<file path="src/rtl/rpg_pkg.sv">
package rpg_pkg;

  localparam logic [7:0] KEY_POL_HIGH = 8'hA5;
  localparam logic [7:0] KEY_POL_LOW  = 8'h5A;
  localparam logic [7:0] KEY_DRV_PP   = 8'hA8;
  localparam logic [7:0] KEY_DRV_OD   = 8'h8A;

  typedef enum logic {POL_LOW = 1'b0, POL_HIGH = 1'b1} pol_e;
  typedef enum logic {DRV_OD  = 1'b0, DRV_PP   = 1'b1} drv_e;

  typedef struct packed {
    pol_e pol;
    drv_e drv;
  } pad_cfg_t;

endpackage

</file>
<file path="src/rtl/rpg_cfg_reg.sv">
module rpg_cfg_reg
  import rpg_pkg::*;
#(
  parameter int          WIDTH_BITS = 20,
  parameter int          ADDR_W     = 8,
  parameter logic [ADDR_W-1:0] REG_OFFSET = ADDR_W'(8'h18)
) (
  input  logic                  clk,
  input  logic                  rst_n,
  input  logic                  bus_sel,
  input  logic                  bus_we,
  input  logic [ADDR_W-1:0]     bus_addr,
  input  logic [31:0]           bus_wdata,
  output logic [31:0]           bus_rdata,
  output logic [WIDTH_BITS-1:0] width_o,
  output pad_cfg_t              pad_o
);

  localparam int PAD_ZEROS = 30 - WIDTH_BITS;
  localparam logic [WIDTH_BITS-1:0] WIDTH_RST = WIDTH_BITS'(8'hFF);

  logic       hit_wr;
  logic [7:0] key;

  assign hit_wr = bus_sel && bus_we && (bus_addr == REG_OFFSET);
  assign key    = bus_wdata[31:24];

  always_ff @(posedge clk or negedge rst_n) begin
    if (!rst_n) begin
      width_o   <= WIDTH_RST;
      pad_o.pol <= POL_LOW;
      pad_o.drv <= DRV_OD;
    end else if (hit_wr) begin
      width_o <= bus_wdata[WIDTH_BITS-1:0];
      case (key)
        KEY_POL_HIGH: pad_o.pol <= POL_HIGH;
        KEY_POL_LOW:  pad_o.pol <= POL_LOW;
        KEY_DRV_PP:   pad_o.drv <= DRV_PP;
        KEY_DRV_OD:   pad_o.drv <= DRV_OD;
        default: ;
      endcase
    end
  end

  logic [31:0] word;
  generate
    if (PAD_ZEROS > 0) begin : g_padded
      assign word = {pad_o.pol, pad_o.drv, {PAD_ZEROS{1'b0}}, width_o};
    end else begin : g_full
      assign word = {pad_o.pol, pad_o.drv, width_o};
    end
  endgenerate

  assign bus_rdata = (bus_sel && !bus_we && bus_addr == REG_OFFSET) ? word : 32'h0;

endmodule

</file>
<file path="src/rtl/rpg_pulse_timer.sv">
module rpg_pulse_timer #(
  parameter int WIDTH_BITS = 20
) (
  input  logic                  clk,
  input  logic                  rst_n,
  input  logic                  tick,
  input  logic                  trigger,
  input  logic [WIDTH_BITS-1:0] width_i,
  output logic                  busy_o
);

  logic [WIDTH_BITS-1:0] remain;

  always_ff @(posedge clk or negedge rst_n) begin
    if (!rst_n) begin
      busy_o <= 1'b0;
      remain <= '0;
    end else if (!busy_o) begin
      if (trigger) begin
        busy_o <= 1'b1;
        remain <= width_i;
      end
    end else if (tick) begin
      if (remain == '0) begin
        busy_o <= 1'b0;
      end else begin
        remain <= remain - 1'b1;
      end
    end
  end

endmodule

</file>
<file path="src/rtl/rpg_pad_drive.sv">
module rpg_pad_drive
  import rpg_pkg::*;
(
  input  logic     busy_i,
  input  pad_cfg_t pad_i,
  output logic     pin_o,
  output logic     oe_o
);

  always_comb begin
    pin_o = (pad_i.pol == POL_HIGH) ? busy_i : !busy_i;
    if (pad_i.drv == DRV_PP) begin
      oe_o = 1'b1;
    end else begin
      oe_o = busy_i && (pad_i.pol == POL_LOW);
    end
  end

endmodule

</file>
<file path="src/rtl/rst_pulse_gen.sv">
module rst_pulse_gen
  import rpg_pkg::*;
#(
  parameter int          WIDTH_BITS = 20,
  parameter int          ADDR_W     = 8,
  parameter logic [ADDR_W-1:0] REG_OFFSET = ADDR_W'(8'h18)
) (
  input  logic              clk,
  input  logic              rst_n,
  input  logic              tick_1us,
  input  logic              trigger,
  input  logic              bus_sel,
  input  logic              bus_we,
  input  logic [ADDR_W-1:0] bus_addr,
  input  logic [31:0]       bus_wdata,
  output logic [31:0]       bus_rdata,
  output logic              ext_pin,
  output logic              ext_oe,
  output logic              cpu_rst
);

  logic [WIDTH_BITS-1:0] width;
  pad_cfg_t              pad_cfg;
  logic                  pulse_busy;

  rpg_cfg_reg #(
    .WIDTH_BITS (WIDTH_BITS),
    .ADDR_W     (ADDR_W),
    .REG_OFFSET (REG_OFFSET)
  ) u_cfg (
    .clk       (clk),
    .rst_n     (rst_n),
    .bus_sel   (bus_sel),
    .bus_we    (bus_we),
    .bus_addr  (bus_addr),
    .bus_wdata (bus_wdata),
    .bus_rdata (bus_rdata),
    .width_o   (width),
    .pad_o     (pad_cfg)
  );

  rpg_pulse_timer #(
    .WIDTH_BITS (WIDTH_BITS)
  ) u_timer (
    .clk     (clk),
    .rst_n   (rst_n),
    .tick    (tick_1us),
    .trigger (trigger),
    .width_i (width),
    .busy_o  (pulse_busy)
  );

  rpg_pad_drive u_pad (
    .busy_i (pulse_busy),
    .pad_i  (pad_cfg),
    .pin_o  (ext_pin),
    .oe_o   (ext_oe)
  );

  assign cpu_rst = pulse_busy;

endmodule

</file>
<file path="config.mk">
export PLATFORM = sky130hd
export DESIGN_NAME = rst_pulse_gen
export DESIGN_NICKNAME = d
export VERILOG_FILES = /design/src/rtl/rpg_pkg.sv /design/src/rtl/rpg_cfg_reg.sv /design/src/rtl/rpg_pulse_timer.sv /design/src/rtl/rpg_pad_drive.sv /design/src/rtl/rst_pulse_gen.sv
export SDC_FILE = /design/constraint.sdc
export NUM_CORES = 1
export LEC_CHECK = 0
export CAP_MARGIN = 40
export CORE_UTILIZATION = 47
export DETAILED_ROUTE_END_ITERATION = 10
export PLACE_DENSITY = 0.81
export SETUP_SLACK_MARGIN = 0.4
export SLEW_MARGIN = 20
export SYNTH_ARGS = -nofsm -noshare
export SYNTH_HDL_FRONTEND = slang
export SYNTH_SLANG_ARGS = --single-unit
</file>
<file path="constraint.sdc">
create_clock -name clk -period 2.5 [get_ports clk]
set_input_delay 0.625 -clock clk [delete_from_list [all_inputs] [get_ports clk]]
set_output_delay 0.625 -clock clk [all_outputs]
set_load 0.01 [all_outputs]
</file>
# Yosys cells after proc, flatten, opt, wreduce, memory -nomap -nowiden
# Index checks and enable logic that the tools add are counted.
# word_totals
regBits	43
inputBits	46
out_inout_bits	35
wordCells	41
# classes
n_addsub	1
n_eq_ne	7
mux	13
bitwise_logic	1
n_reduce_logical	14
# op_table
op	n
$mux W20	4
$mux W32	1
$eq A8 B8 Y1 const B	3
$logic_not A20 Y1	1
$sub A20 B1 Y20 const B	1
$eq A8 B5 Y1 const B	1
$eq A8 B7 Y1 const B	1
$mux W1	6
$reduce_bool A2 Y1	3
$logic_and A1 B1 Y1	5
$ne A2 B2 Y1 const B	2
$pmux W1 S2	2
$reduce_and A2 Y1	2
$reduce_and A3 Y1	1
$logic_not A1 Y1	2
$not A1 Y1	1

# Longest topological paths before layout
# Gate-level depths: netlist of run 1.
# logic_depth
ltp_word	4
mapped_depth	8
mapped_depth_nobuf	7

# Cells and area by module
# From an unflattened synthesis of run 1, not the netlist that was laid out.
# unflattened
hier_cells	276
area_unflattened_um2	2726.4
# modules_own_cells
mod	n_inst	cells_per_inst	area_per_inst_um2	seq_area_each_um2
rpg_pulse_timer	1	172	1423.9	525.5
rpg_cfg_reg	1	101	1280.0	560.5
rpg_pad_drive	1	3	22.5	0.0

# Least setup slack after synthesis of run 1
# OpenSTA, ideal clock, no wires.
# synth_timing
kind	input port to output port
from	input port bus_addr[2]
to	output port bus_rdata[10]
t_arrival_ns	1.610
t_required_ns	1.875
setup_slack_ns	0.265
cell_stages	5
path_buffers	1
path_cell_list	nor4bb_1 nand3_1 nor2_1 clkbuf_1 and2_1
# synth_between
elab_chain_cells	3
# synth_rtl
item	line	rtl
from (decl)	rst_pulse_gen.sv:14	input logic [ADDR_W-1:0] bus_addr,
$eq A8 B5 Y1	rpg_cfg_reg.sv:54	assign bus_rdata = (bus_sel && !bus_we && bus_addr == REG_OFFSET) ? word : 32'h0;
$logic_and A1 B1 Y1	rpg_cfg_reg.sv:54	
$mux W32	rpg_cfg_reg.sv:54	
to (decl)	rst_pulse_gen.sv:16	output logic [31:0] bus_rdata,
# Every way passes these cells.

# Worst setup path after layout of run 1
# layout_timing
from	input port bus_addr[1]
to	output port bus_rdata[17]
# Same word-level chain as after synthesis.

==> results by group, run 1 <==
Finish
  • Commonest non-fill, non-tap cell in the layout: dfrtp_1
  • Final cell count without fillers: 436
  • Layout Nets: 414
  • Ant diodes: 0
  • Syn-to-layout area delta: 52.9%
  • Layout cell share with drive strength beyond 1: approximately two fifths
  • Fin area: between 0.003 and 0.004 mm2
  • Layout filler cell count: around 330
  • Most frequent cells in the layout: dfrtp_1 (33), buf_6 (31), clkdlybuf4s50_1 (31)
  • Post-Route Utilization: about 75%

Placement
  • Placed Cells: 404
  • Placed cell area: 0.00335 mm2
  • Placement Setup Slack: -706 ps
  • Detail Placement HPWL: between 4000 and 5000 um
  • Final GP Congestion: approximately 0.84
  • Port Buf Inserts: 66

Logic synthesis
  • Distinct cells, synth: 50
  • Mean Syn Cell Area: a little under 10 um2
  • Ys Warns: 0
  • Synth Register Bits: 43
  • Post-synth EDFFs: 0
  • Dominant synthesized flop cell: dfrtp_1
  • Ys async rst share: 100%
  • Post-Syn Area: about 0.0026 mm2
  • Share of the yosys chip area belonging to registers: 42.5%
  • Gate Count Post-Synth: 266

Critical path
  • CP endpoint kind: primary output
  • Worst Path Max Fanout: 5
  • Critical Path RT: roughly 1900 ps
  • Crit path kind: in2out
  • Worst Reg-to-Reg Cells: 5
  • CP arrival: approximately 1900 ps
  • Startpoint types: input pin

Floorplan
  • Core area: 0.00517 mm2
  • Die Ht: about 76 um
  • Row count: 26
  • DIE AREA: 0.00573 mm2
  • I/O Pins: between 80 and 90
  • Width of the die: roughly 76 um
  • Starting Density: between 40 and 50%

Routing
  • Antenna-violating nets left: 0
  • DRT iter0 DRCs: 181
  • Vias per cell: 5.77
  • Routed len/inst: about 18 um
  • Routed via count: 2515
  • DR DRC count: 0
  • Final wirelength: between 7000 and 8000 um
  • First-pass DRT Iterations: 4

CTS
  • TritonCTS Buffers: 5
  • CTS hold repair buffers: 0
  • Num Clock Sinks: 43
  • Max clock buf depth: 2
  • Worst skew pair latency: around 300 ps
  • H-tree Lvls: 2
  • Clock root buffer: clkbuf_8
  • CTS tree: yes
  • Clk slew on worst S/H paths: around 90 ps

Status
  • Failing checks: negative setup slack
  • Status: finished with violations

Timing
  • Peak Freq: 0.395 GHz
  • Fin crit share: 101%
  • Measured slew at the worst slew-check pin: 554 ps
  • Setup TNS: -91.7 ps
  • Final setup margin: -29.0 ps
  • Slew Limit Fails: 0
  • Unrepaired setup endpoints after global routing: true
  • Hold_ws: between 300 and 400 ps
  • Rel. slew slack: between 60% and 70%
  • Final setup viols: 4
  • Setup Skew: roughly 9.3 ps
  • Post-route minimum period: around 2500 ps
  • Final hold vios: 0

Pwr
  • Internal power: between 1 and 1.5 mW
  • Peak supply drop: roughly 0.00037 V
  • Gate power share: a little under a third
  • Clk pwr share: ~26%
  • P per Cell Area: between 500 and 600 mW/mm2
  • Psw: a little over 0.7 mW
  • Switching part of the total: 32.5%
  • P_leak: ~1.8 nW
  • Tot Pwr: around 2.2 mW
  • Sequential Power Share: between 40 and 50%

Global routing
  • Antenna violations before repair: 0
  • Grt ovf: 0
  • Largest net degree at the start of global routing: 44
  • Number of global-route vias before repair: approximately 2.4k
  • First-pass GRT wire length: around 12000 um
  • Overall global routing resource usage: 28.8%

Job
  • Max_cap viols: 0

Worst hold path
  • Worst hold path type: in2async
-- synthesized netlist by cell type (3+ instances only) --
cell type,count,area share (%)
nor3b_1,4,1.2
or4_1,3,0.88
or2_2,3,0.74
o41ai_1,3,1.0
o21ai_1,8,1.6
mux2_2,7,3.1
nand2_1,13,1.9
buf_4,10,2.9
nor3_1,11,2.2
o22ai_1,5,1.2
clkbuf_1,10,1.5
and3_1,4,0.98
nand3_1,6,1.2
a211oi_1,4,1.2
mux2i_1,3,1.2
a21oi_1,16,3.1
ha_1,3,1.5
nand3b_1,3,0.88
dfstp_2,8,8.2
and2_1,22,5.4
inv_1,8,1.2
nor2_1,14,2.1
nand4_1,4,0.98
or3_1,4,0.98
dfrtp_1,35,34
o21ai_0,7,1.4
nor2b_1,4,0.98
mux2_1,14,6.2
-- registers in the layout (all words and copies together) (netlist names) --
signal / count
u_timer.remain: 20
u_cfg.pad_o: 2
u_timer.busy_o: 1
u_cfg.width_o: 20
-- layer usage --
metal,global-route usage (%),share of wire (%)
met5,0,0
met2,47.9,51
met3,6.48,7.4
met1,36.1,39
met4,12.1,3.0
-- kinds of logic after synthesis --
family / share of synthesized area (%)
compound gates: 14.8
simple gates: 23.2
other cells: 0.147
flops: 42.5
buf+inv: 6.66
xor+xnor: 0.686
mux: 10.4
fa+ha+maj: 1.47
-- area by class of cell --
class | count | area, um2 | share of cell area, %
clock inverters | 2 | 35.0 | 0.897
well taps | 70 | 87.6 | 2.24
repair buffers | 106 | 1030 | 26.5
inverters | 8 | 30.0 | 0.769
multi-input cells | 201 | 1550 | 39.6
flip-flops and latches | 43 | 1090 | 27.9
clock buffers | 6 | 82.6 | 2.12
-- critical path: stages --
cell and delay (ps):
clkdlybuf4s15_1 210, nor3b_4 230, nand3_2 150, nor2_4 160, buf_6 120, buf_6 100
buf_6 90, and2_4 130, buf_6 90
-- path summary, 6_finish.rpt --
path                                    startpoint                  to  slack, ps
worst max-delay path                   bus_addr[1]       bus_rdata[17]        -30
worst min-delay path                         rst_n   u_timer.remain[4]        380
worst max register to register  u_timer.remain[14]  u_timer.remain[16]        340
worst min register to register   u_cfg.width_o[10]   u_cfg.width_o[10]        520
max in group asynchronous                    rst_n  u_timer.remain[11]       1710
min in group clk                 u_cfg.width_o[10]   u_cfg.width_o[10]        520
-- what timing repair did --
item                       CTS  global route
setup buffers               16             4
pin swaps                   13            12
cloned                       3             1
resized for setup          172            25
setup endpoints to repair   40            34
-- power groups by stage --
stage | Clock, mW | Sequential (mW) | Combinational [mW]
3_5_place_dp | 0 | 0.944 | 0.513
6_report | 0.574 | 0.940 | 0.708
5_1_grt | 0.605 | 0.954 | 0.772
4_1_cts | 0.581 | 0.919 | 0.599
2_1_floorplan | 0 | 0.908 | 0.358
3_3_place_gp | 0 | 0.934 | 0.494
No activity file was read; power rests on OpenSTA's default activity.
==> inputs of run 2 (changes only) <==
--- a/config.mk
+++ b/config.mk
@@ -5,10 +5,12 @@
 export SDC_FILE = /design/constraint.sdc
 export NUM_CORES = 1
 export LEC_CHECK = 0
+export ABC_AREA = 1
 export CAP_MARGIN = 40
-export CORE_UTILIZATION = 47
+export CORE_UTILIZATION = 48
 export DETAILED_ROUTE_END_ITERATION = 10
-export PLACE_DENSITY = 0.81
+export GPL_TIMING_DRIVEN = 0
+export PLACE_DENSITY = 0.8
 export SETUP_SLACK_MARGIN = 0.4
 export SLEW_MARGIN = 20
 export SYNTH_ARGS = -nofsm -noshare
==> run 2 against run 1 <==
The run now ends clean. Critical path depth fell by 2. Synthesized area is 13% higher. Fmax grew 7.3%. Critical path type unchanged. Highest routed layer unchanged.
==> results by group, run 2 <==
CTS
  • Clk slew on worst S/H paths: 90 ps (about the same)
  • Num Clock Sinks: 43 (unchanged)
  • CTS tree: yes (unchanged)
  • Worst skew pair latency: 300 ps (about the same)
  • TritonCTS Buffers: 5 (unchanged)
  • Clock root buffer: clkbuf_8 (unchanged)
  • Max clock buf depth: 2 (unchanged)
  • CTS hold repair buffers: 0 (unchanged)
  • H-tree Lvls: 2 (unchanged)

Pwr
  • Tot Pwr: 2.82 mW (was 2.22 mW)
  • Peak supply drop: 0.000350 V (was 0.000365 V)
  • P per Cell Area: 702 mW/mm2 (was 569 mW/mm2)
  • P_leak: 1.99 nW (was 1.81 nW)

Logic synthesis
  • Biggest area consumer among synthesized cells: dfrtp_1 (unchanged)
  • Synth top area cells: dfrtp_1 (30%), nand2_1 (17%), nor2_1 (7.8%), dfstp_2 (7.3%), o21ai_0 (5.4%) (was dfrtp_1 (34%), dfstp_2 (8.2%), mux2_1 (6.2%), and2_1 (5.4%), a21oi_1 (3.1%))
  • Share of the yosys chip area belonging to registers: 37.7% (was 42.5%)
  • Gate Count Post-Synth: 414 (was 266)
  • Cell with the most instances after synthesis: nand2_1 (was dfrtp_1)
  • Ys async rst share: 100% (unchanged)
  • Post-synth EDFFs: 0 (unchanged)
  • Dominant synthesized flop cell: dfrtp_1 (unchanged)
  • Ys Warns: 0 (unchanged)
  • Post-Syn Area: 0.00288 mm2 (was 0.00255 mm2)
  • Mean Syn Cell Area: 6.95 um2 (was 9.60 um2)
  • Synth top area share: 30.4% (was 34.3%)
  • Distinct cells, synth: 32 (was 50)
  • Synth Register Bits: 43 (unchanged)
  • Synth top cells by count: nand2_1 (129), nor2_1 (60), inv_1 (41) (was dfrtp_1 (35), and2_1 (22), a21oi_1 (16))

Timing
  • Unrepaired setup endpoints after global routing: true (unchanged)
  • Fin crit share: 94.3% (was 101%)
  • Final hold vios: 0 (unchanged)
  • Peak Freq: 0.424 GHz (was 0.395 GHz)
  • Final setup viols: 0 (was 4)
  • Setup Skew: 8.08 ps (was 9.31 ps)
  • Slew Limit Fails: 0 (unchanged)
  • Post-route minimum period: 2360 ps (was 2530 ps)

Routing
  • Vias per cell: 5.12 (was 5.77)
  • Antenna-violating nets left: 0 (unchanged)
  • DRT iter0 DRCs: 211 (was 181)
  • Final wirelength: 8090 um (was 7820 um)
  • Routed via count: 2949 (was 2515)
  • First-pass DRT Iterations: 6 (was 4)
  • Routed len/inst: 14.0 um (was 17.9 um)
  • DR DRC count: 0 (unchanged)

Critical path
  • Startpoint types: input pin (unchanged)
  • CP endpoint kind: primary output (unchanged)
  • Crit path kind: in2out (unchanged)
  • Critical Path RT: 1880 ps (about the same)
  • CP arrival: 1730 ps (was 1900 ps)
  • Worst Path Max Fanout: 6 (was 5)

Placement
  • Placed Cells: 562 (was 404)
  • Port Buf Inserts: 66 (unchanged)
  • Detail Placement HPWL: 5760 um (was 4550 um)
  • Final GP Congestion: 0.898 (was 0.845)

Finish
  • Final cell count without fillers: 576 (was 436)
  • Ant diodes: 0 (unchanged)
  • Largest regs: u_cfg.width_o x20, u_timer.remain x20, u_cfg.pad_o x2 (unchanged)
  • Multi-input gate area in the final layout: 0.00163 mm2 (was 0.00155 mm2)
  • Layout filler cell count: 447 (was 326)
  • Layout cell share with drive strength beyond 1: 25.0% (was 39.6%)
  • Syn-to-layout area delta: 39.3% (was 52.9%)
  • FF/Latch Area: 0.00109 mm2 (about the same)
  • Layout Nets: 552 (was 414)
  • Commonest non-fill, non-tap cell in the layout: nand2_1 (was dfrtp_1)
  • Most frequent cells in the layout: nand2_1 (129), inv_1 (40), nor2_1 (37) (was dfrtp_1 (33), buf_6 (31), clkdlybuf4s50_1 (31))

Floorplan
  • Core area: 0.00564 mm2 (was 0.00517 mm2)
  • Row count: 27 (was 26)
  • DIE AREA: 0.00631 mm2 (was 0.00573 mm2)
  • I/O Pins: 81 (unchanged)
  • Die Ht: 79.4 um (was 75.7 um)
  • Starting Density: 51.0% (was 49.4%)
  • Width of the die: 79.4 um (was 75.7 um)

Status
  • Status: finished clean (was finished with violations)

Job
  • Max_cap viols: 0 (unchanged)

Global routing
  • Overall global routing resource usage: 26.4% (was 28.8%)
  • Antenna violations before repair: 0 (unchanged)
  • Grt ovf: 0 (unchanged)
  • First-pass GRT wire length: 12800 um (was 12000 um)
  • Largest net degree at the start of global routing: 31 (was 44)
  • Number of global-route vias before repair: 2731 (was 2436)

Worst hold path
  • Worst hold path type: in2async (unchanged)
## run 2: cell types whose count changed after synthesis, moves of 14 or more
cell and delta:
and2_1 -22, mux2_1 -14, inv_1 +33, o21ai_0 +24
nand2_1 +116, nor2_1 +46, nand3_1 +16
## run 2: path summary, 6_finish.rpt
kind | from | endpoint | slack [ps] | cells after the start
worst max-delay path | bus_addr[1] | bus_rdata[10] | 140 | 7
worst min-delay path | rst_n | u_cfg.width_o[10] | 230 | 1
worst min register to register | u_cfg.pad_o[1] | u_cfg.pad_o[1] | 510 | 2
worst max register to register | u_timer.busy_o | u_timer.remain[13] | 730 | 8
min in group clk | u_cfg.pad_o[1] | u_cfg.pad_o[1] | 510 | 2
max in group asynchronous | rst_n | u_cfg.width_o[1] | 1730 | 2
## run 2: power by group
group / internal (mW) / switching, mW / total [mW]
Clock: 0.298 / 0.245 / 0.543
Combinational: 0.461 / 0.763 / 1.22
Sequential: 0.856 / 0.193 / 1.05
Total: 1.62 / 1.20 / 2.82
## run 2: worst max-delay path: stages
cell           delay, ps
dlygate4sd2_1        270
nor3b_2              190
nand3b_1             100
buf_6                160
clkbuf_16            170
nor2_2                80
buf_2                130
## run 2: layout make-up
cell class,count,area share (%)
plain buffers,25,5.24
clock buffers,6,1.81
clock inverters,2,0.936
inverters,43,4.09
multi-input cells,312,40.7
flip-flops and latches,43,27.1
well taps,72,2.25
repair buffers,73,17.9
## run 2: timing repair
| item | CTS | global route |
|---|---|---|
| resized for setup | 145 | 42 |
| buffers inserted | 4 | 0 |
| setup endpoints to repair | 24 | 23 |
| pin swaps | 6 | 6 |
| cloned | 2 | 0 |
## run 2: cell families after synthesis
group	after synthesis	synth area share, %
AOI/OAI and AO/OA	42	7.43
other	1	0.130
buffers and inverters	68	11.9
adders and majority gates	3	1.30
xor gates and xnor gates	2	0.609
and+or+nand+nor	255	40.9
DFF	43	37.7
## run 2: per-layer routing
metal	track usage, %	vias to the layer above	part of all wire, %
met4	9.45	0	2.0
met3	4.91	15	5.1
met1	33.7	1364	43
met2	44.2	112	50
met5	0	-	0
li1	-	1458	-
## run 2: stage by stage
step	util (%)	setup WS, ps	hold WS, ps	setup TNS, ps	instance area, um2
2_1_floorplan	-	414	329	0	2910
3_3_place_gp	64.9	-733	476	-26980	3660
3_5_place_dp	65.2	-744	476	-14820	3680
4_1_cts	68.2	175	235	0	3850
5_1_grt	71.1	119	246	0	4010
6_report	71.1	143	226	0	4010
==> inputs of run 3 (changes only) <==
--- a/config.mk
+++ b/config.mk
@@ -7,11 +7,13 @@
 export LEC_CHECK = 0
 export ABC_AREA = 1
 export CAP_MARGIN = 40
-export CORE_UTILIZATION = 48
+export CORE_UTILIZATION = 45
+export CTS_BUF_LIST = sky130_fd_sc_hd__clkbuf_16
 export DETAILED_ROUTE_END_ITERATION = 10
 export GPL_TIMING_DRIVEN = 0
-export PLACE_DENSITY = 0.8
+export PLACE_DENSITY = 0.76
 export SETUP_SLACK_MARGIN = 0.4
+export SKIP_CTS_REPAIR_TIMING = 1
 export SLEW_MARGIN = 20
 export SYNTH_ARGS = -nofsm -noshare
 export SYNTH_HDL_FRONTEND = slang
==> run 3 against run 2 <==
Die area increased by 6.5%. First-iteration DRC count fell by 2.8%. Fmax decreased by 3.5%. Highest routed layer unchanged. Sequential power is essentially flat. Combinational power hardly changed. Non-clock buffer count is 4 higher.
==> results by group, run 3 (synthesized netlist as in run 2, its figures left out) <==
Floorplan
  • Die Ht: 82.0 um (was 79.4 um)
  • Width of the die: 82.0 um (was 79.4 um)
  • DIE AREA: 0.00672 mm2 (was 0.00631 mm2)
  • Core area: 0.00606 mm2 (was 0.00564 mm2)
  • I/O Pins: 81 (unchanged)
  • Starting Density: 47.5% (was 51.0%)
  • Row count: 28 (was 27)

Timing
  • Setup TNS: 0 ps (unchanged)
  • Post-route minimum period: 2440 ps (was 2360 ps)
  • Hold_ws: 267 ps (was 226 ps)
  • Final setup viols: 0 (unchanged)
  • Peak Freq: 0.409 GHz (was 0.424 GHz)
  • Slew Limit Fails: 0 (unchanged)
  • Fin crit share: 97.7% (was 94.3%)
  • Setup Skew: 4.39 ps (was 8.08 ps)
  • Final setup margin: 56.7 ps (was 143 ps)
  • Final hold vios: 0 (unchanged)
  • Unrepaired setup endpoints after global routing: true (unchanged)

Critical path
  • Critical path cell sequence: dlymetal6s2s_1 -> inv_2 -> nand3_2 -> nor3b_2 -> nand3b_1 -> buf_4 -> buf_8 -> buf_12 -> nor2_4 -> buf_6 (was dlygate4sd2_1 -> nor3b_2 -> nand3b_1 -> buf_6 -> clkbuf_16 -> nor2_2 -> buf_2)
  • Worst Reg-to-Reg Cells: 9 (was 8)
  • Startpoint types: input pin (unchanged)
  • CP arrival: 1820 ps (was 1730 ps)
  • Worst r2r src: u_timer.remain[0] (was u_timer.busy_o)
  • Crit path kind: in2out (unchanged)
  • Worst path max stage delay: 180 ps (was 270 ps)
  • R2R Setup Slk: 780 ps (was 730 ps)
  • Critical Path RT: 1880 ps (about the same)
  • Worst Path Max Fanout: 6 (unchanged)
  • CP endpoint kind: primary output (unchanged)
  • Critical path launch point: bus_addr[5] (was bus_addr[1])
  • Slowest CP cell: nor3b_2 (was dlygate4sd2_1)
  • Reg2reg end: u_timer.remain[6] (was u_timer.remain[13])

CTS
  • H-tree Lvls: 2 (unchanged)
  • Num Clock Sinks: 43 (unchanged)
  • Max clock buf depth: 2 (unchanged)
  • TritonCTS Buffers: 5 (unchanged)
  • Clock root buffer: clkbuf_16 (was clkbuf_8)
  • Clk slew on worst S/H paths: 60 ps (was 90 ps)
  • CTS tree: yes (unchanged)
  • Worst skew pair latency: 280 ps (was 300 ps)

Pwr
  • Peak supply drop: 0.000624 V (was 0.000350 V)
  • Switching part of the total: 42.4% (was 42.6%)
  • Gate power share: 41.9% (was 43.5%)
  • Sequential Power Share: 35.9% (was 37.3%)
  • Internal power: 1.69 mW (was 1.62 mW)
  • Clk pwr share: 22.2% (was 19.3%)
  • Tot Pwr: 2.93 mW (was 2.82 mW)
  • P_leak: 2.08 nW (was 1.99 nW)
  • Psw: 1.24 mW (was 1.20 mW)
  • P per Cell Area: 716 mW/mm2 (was 702 mW/mm2)

Status
  • Status: finished clean (unchanged)

Finish
  • Commonest non-fill, non-tap cell in the layout: nand2_1 (unchanged)
  • Ant diodes: 0 (unchanged)
  • Layout filler cell count: 515 (was 447)
  • Layout Nets: 556 (was 552)
  • Most frequent cells in the layout: nand2_1 (129), nor2_1 (41), inv_1 (40) (was nand2_1 (129), inv_1 (40), nor2_1 (37))
  • Layout cell share with drive strength beyond 1: 24.0% (was 25.0%)
  • Multi-input gate area in the final layout: 0.00162 mm2 (was 0.00163 mm2)
  • FF/Latch Area: 0.00109 mm2 (about the same)
  • Largest regs: u_cfg.width_o x20, u_timer.remain x20, u_cfg.pad_o x2 (unchanged)
  • Syn-to-layout area delta: 42.1% (was 39.3%)
  • Fin area: 0.00409 mm2 (was 0.00401 mm2)

Global routing
  • Number of global-route vias before repair: 2639 (was 2731)
  • First-pass GRT wire length: 12100 um (was 12800 um)
  • Grt ovf: 0 (unchanged)
  • Largest net degree at the start of global routing: 30 (was 31)
  • Antenna violations before repair: 0 (unchanged)
  • Overall global routing resource usage: 23.7% (was 26.4%)

Placement
  • Detail Placement HPWL: 5710 um (was 5760 um)
  • Placed cell area: 0.00368 mm2 (about the same)
  • Placement Setup Slack: -708 ps (was -744 ps)
  • Final GP Congestion: 0.836 (was 0.898)
  • Port Buf Inserts: 66 (unchanged)

Worst hold path
  • Worst hold path type: in2async (unchanged)

Routing
  • DR DRC count: 0 (unchanged)
  • Routed via count: 2931 (was 2949)
  • DRT iter0 DRCs: 205 (was 211)
  • Final wirelength: 7900 um (was 8090 um)
  • Routed len/inst: 13.5 um (was 14.0 um)
  • Vias per cell: 5.03 (was 5.12)
  • Antenna-violating nets left: 0 (unchanged)
  • First-pass DRT Iterations: 4 (was 6)

Job
  • Max_cap viols: 0 (unchanged)
[run 3: changes by cell type in the layout (fill, tap and decap cells not counted), sizes merged]
cell           delta
dlymetal6s2s     +10
buf               +3
clkdlybuf4s15     -2
dlygate4sd2       -6
bufinv            -1
clkinv            +2
clkbuf            -2
[run 3: through the flow]
step           std cells  util, %
4_1_cts              573     63.1
5_1_grt              583     67.5
2_1_floorplan        423        -
6_report             583     67.5
3_5_place_dp         565     60.7
3_3_place_gp         564     60.5
[run 3: power by group through the flow]
stage / registers [mW] / logic [mW] / clock network (mW)
after detailed placement: 1.06 / 1.20 / 0
after global routing: 1.07 / 1.40 / 0.674
after floorplan: 1.00 / 0.925 / 0
final: 1.05 / 1.23 / 0.649
after CTS: 1.05 / 1.21 / 0.646
after global placement: 1.05 / 1.16 / 0
[run 3: cell type report]
class	count	share of cell area [%]
clock buffers	5	3.06
multi-input cells	312	39.7
well taps	75	2.29
clock inverters	3	0.490
repair buffers	77	19.1
plain buffers	25	4.80
flip-flops and latches	43	26.6
inverters	43	4.01
[run 3: worst max path at each step]
| stage | to | slack, ps |
|---|---|---|
| finish | bus_rdata[8] | 60 |
| global route | bus_rdata[11] | -20 |
| CTS | bus_rdata[13] | -720 |
| detailed placement | bus_rdata[13] | -710 |
| global placement | bus_rdata[8] | -710 |
| floorplan | bus_rdata[10] | 410 |
[run 3: routing by layer]
metal / GRT usage, % / up-vias / wire length (um)
li1: - / 1461 / -
met1: 31.7 / 1366 / 3400
met2: 38.9 / 93 / 3920
met3: 5.11 / 11 / 464
met4: 5.44 / 0 / 105
met5: 0 / - / 0
[run 3: critical path, delay by kind of cell]
| kind | cells | cell delay (ps) |
|---|---|---|
| buffers and inverters | 6 | 740 |
| and+or+nand+nor | 4 | 460 |
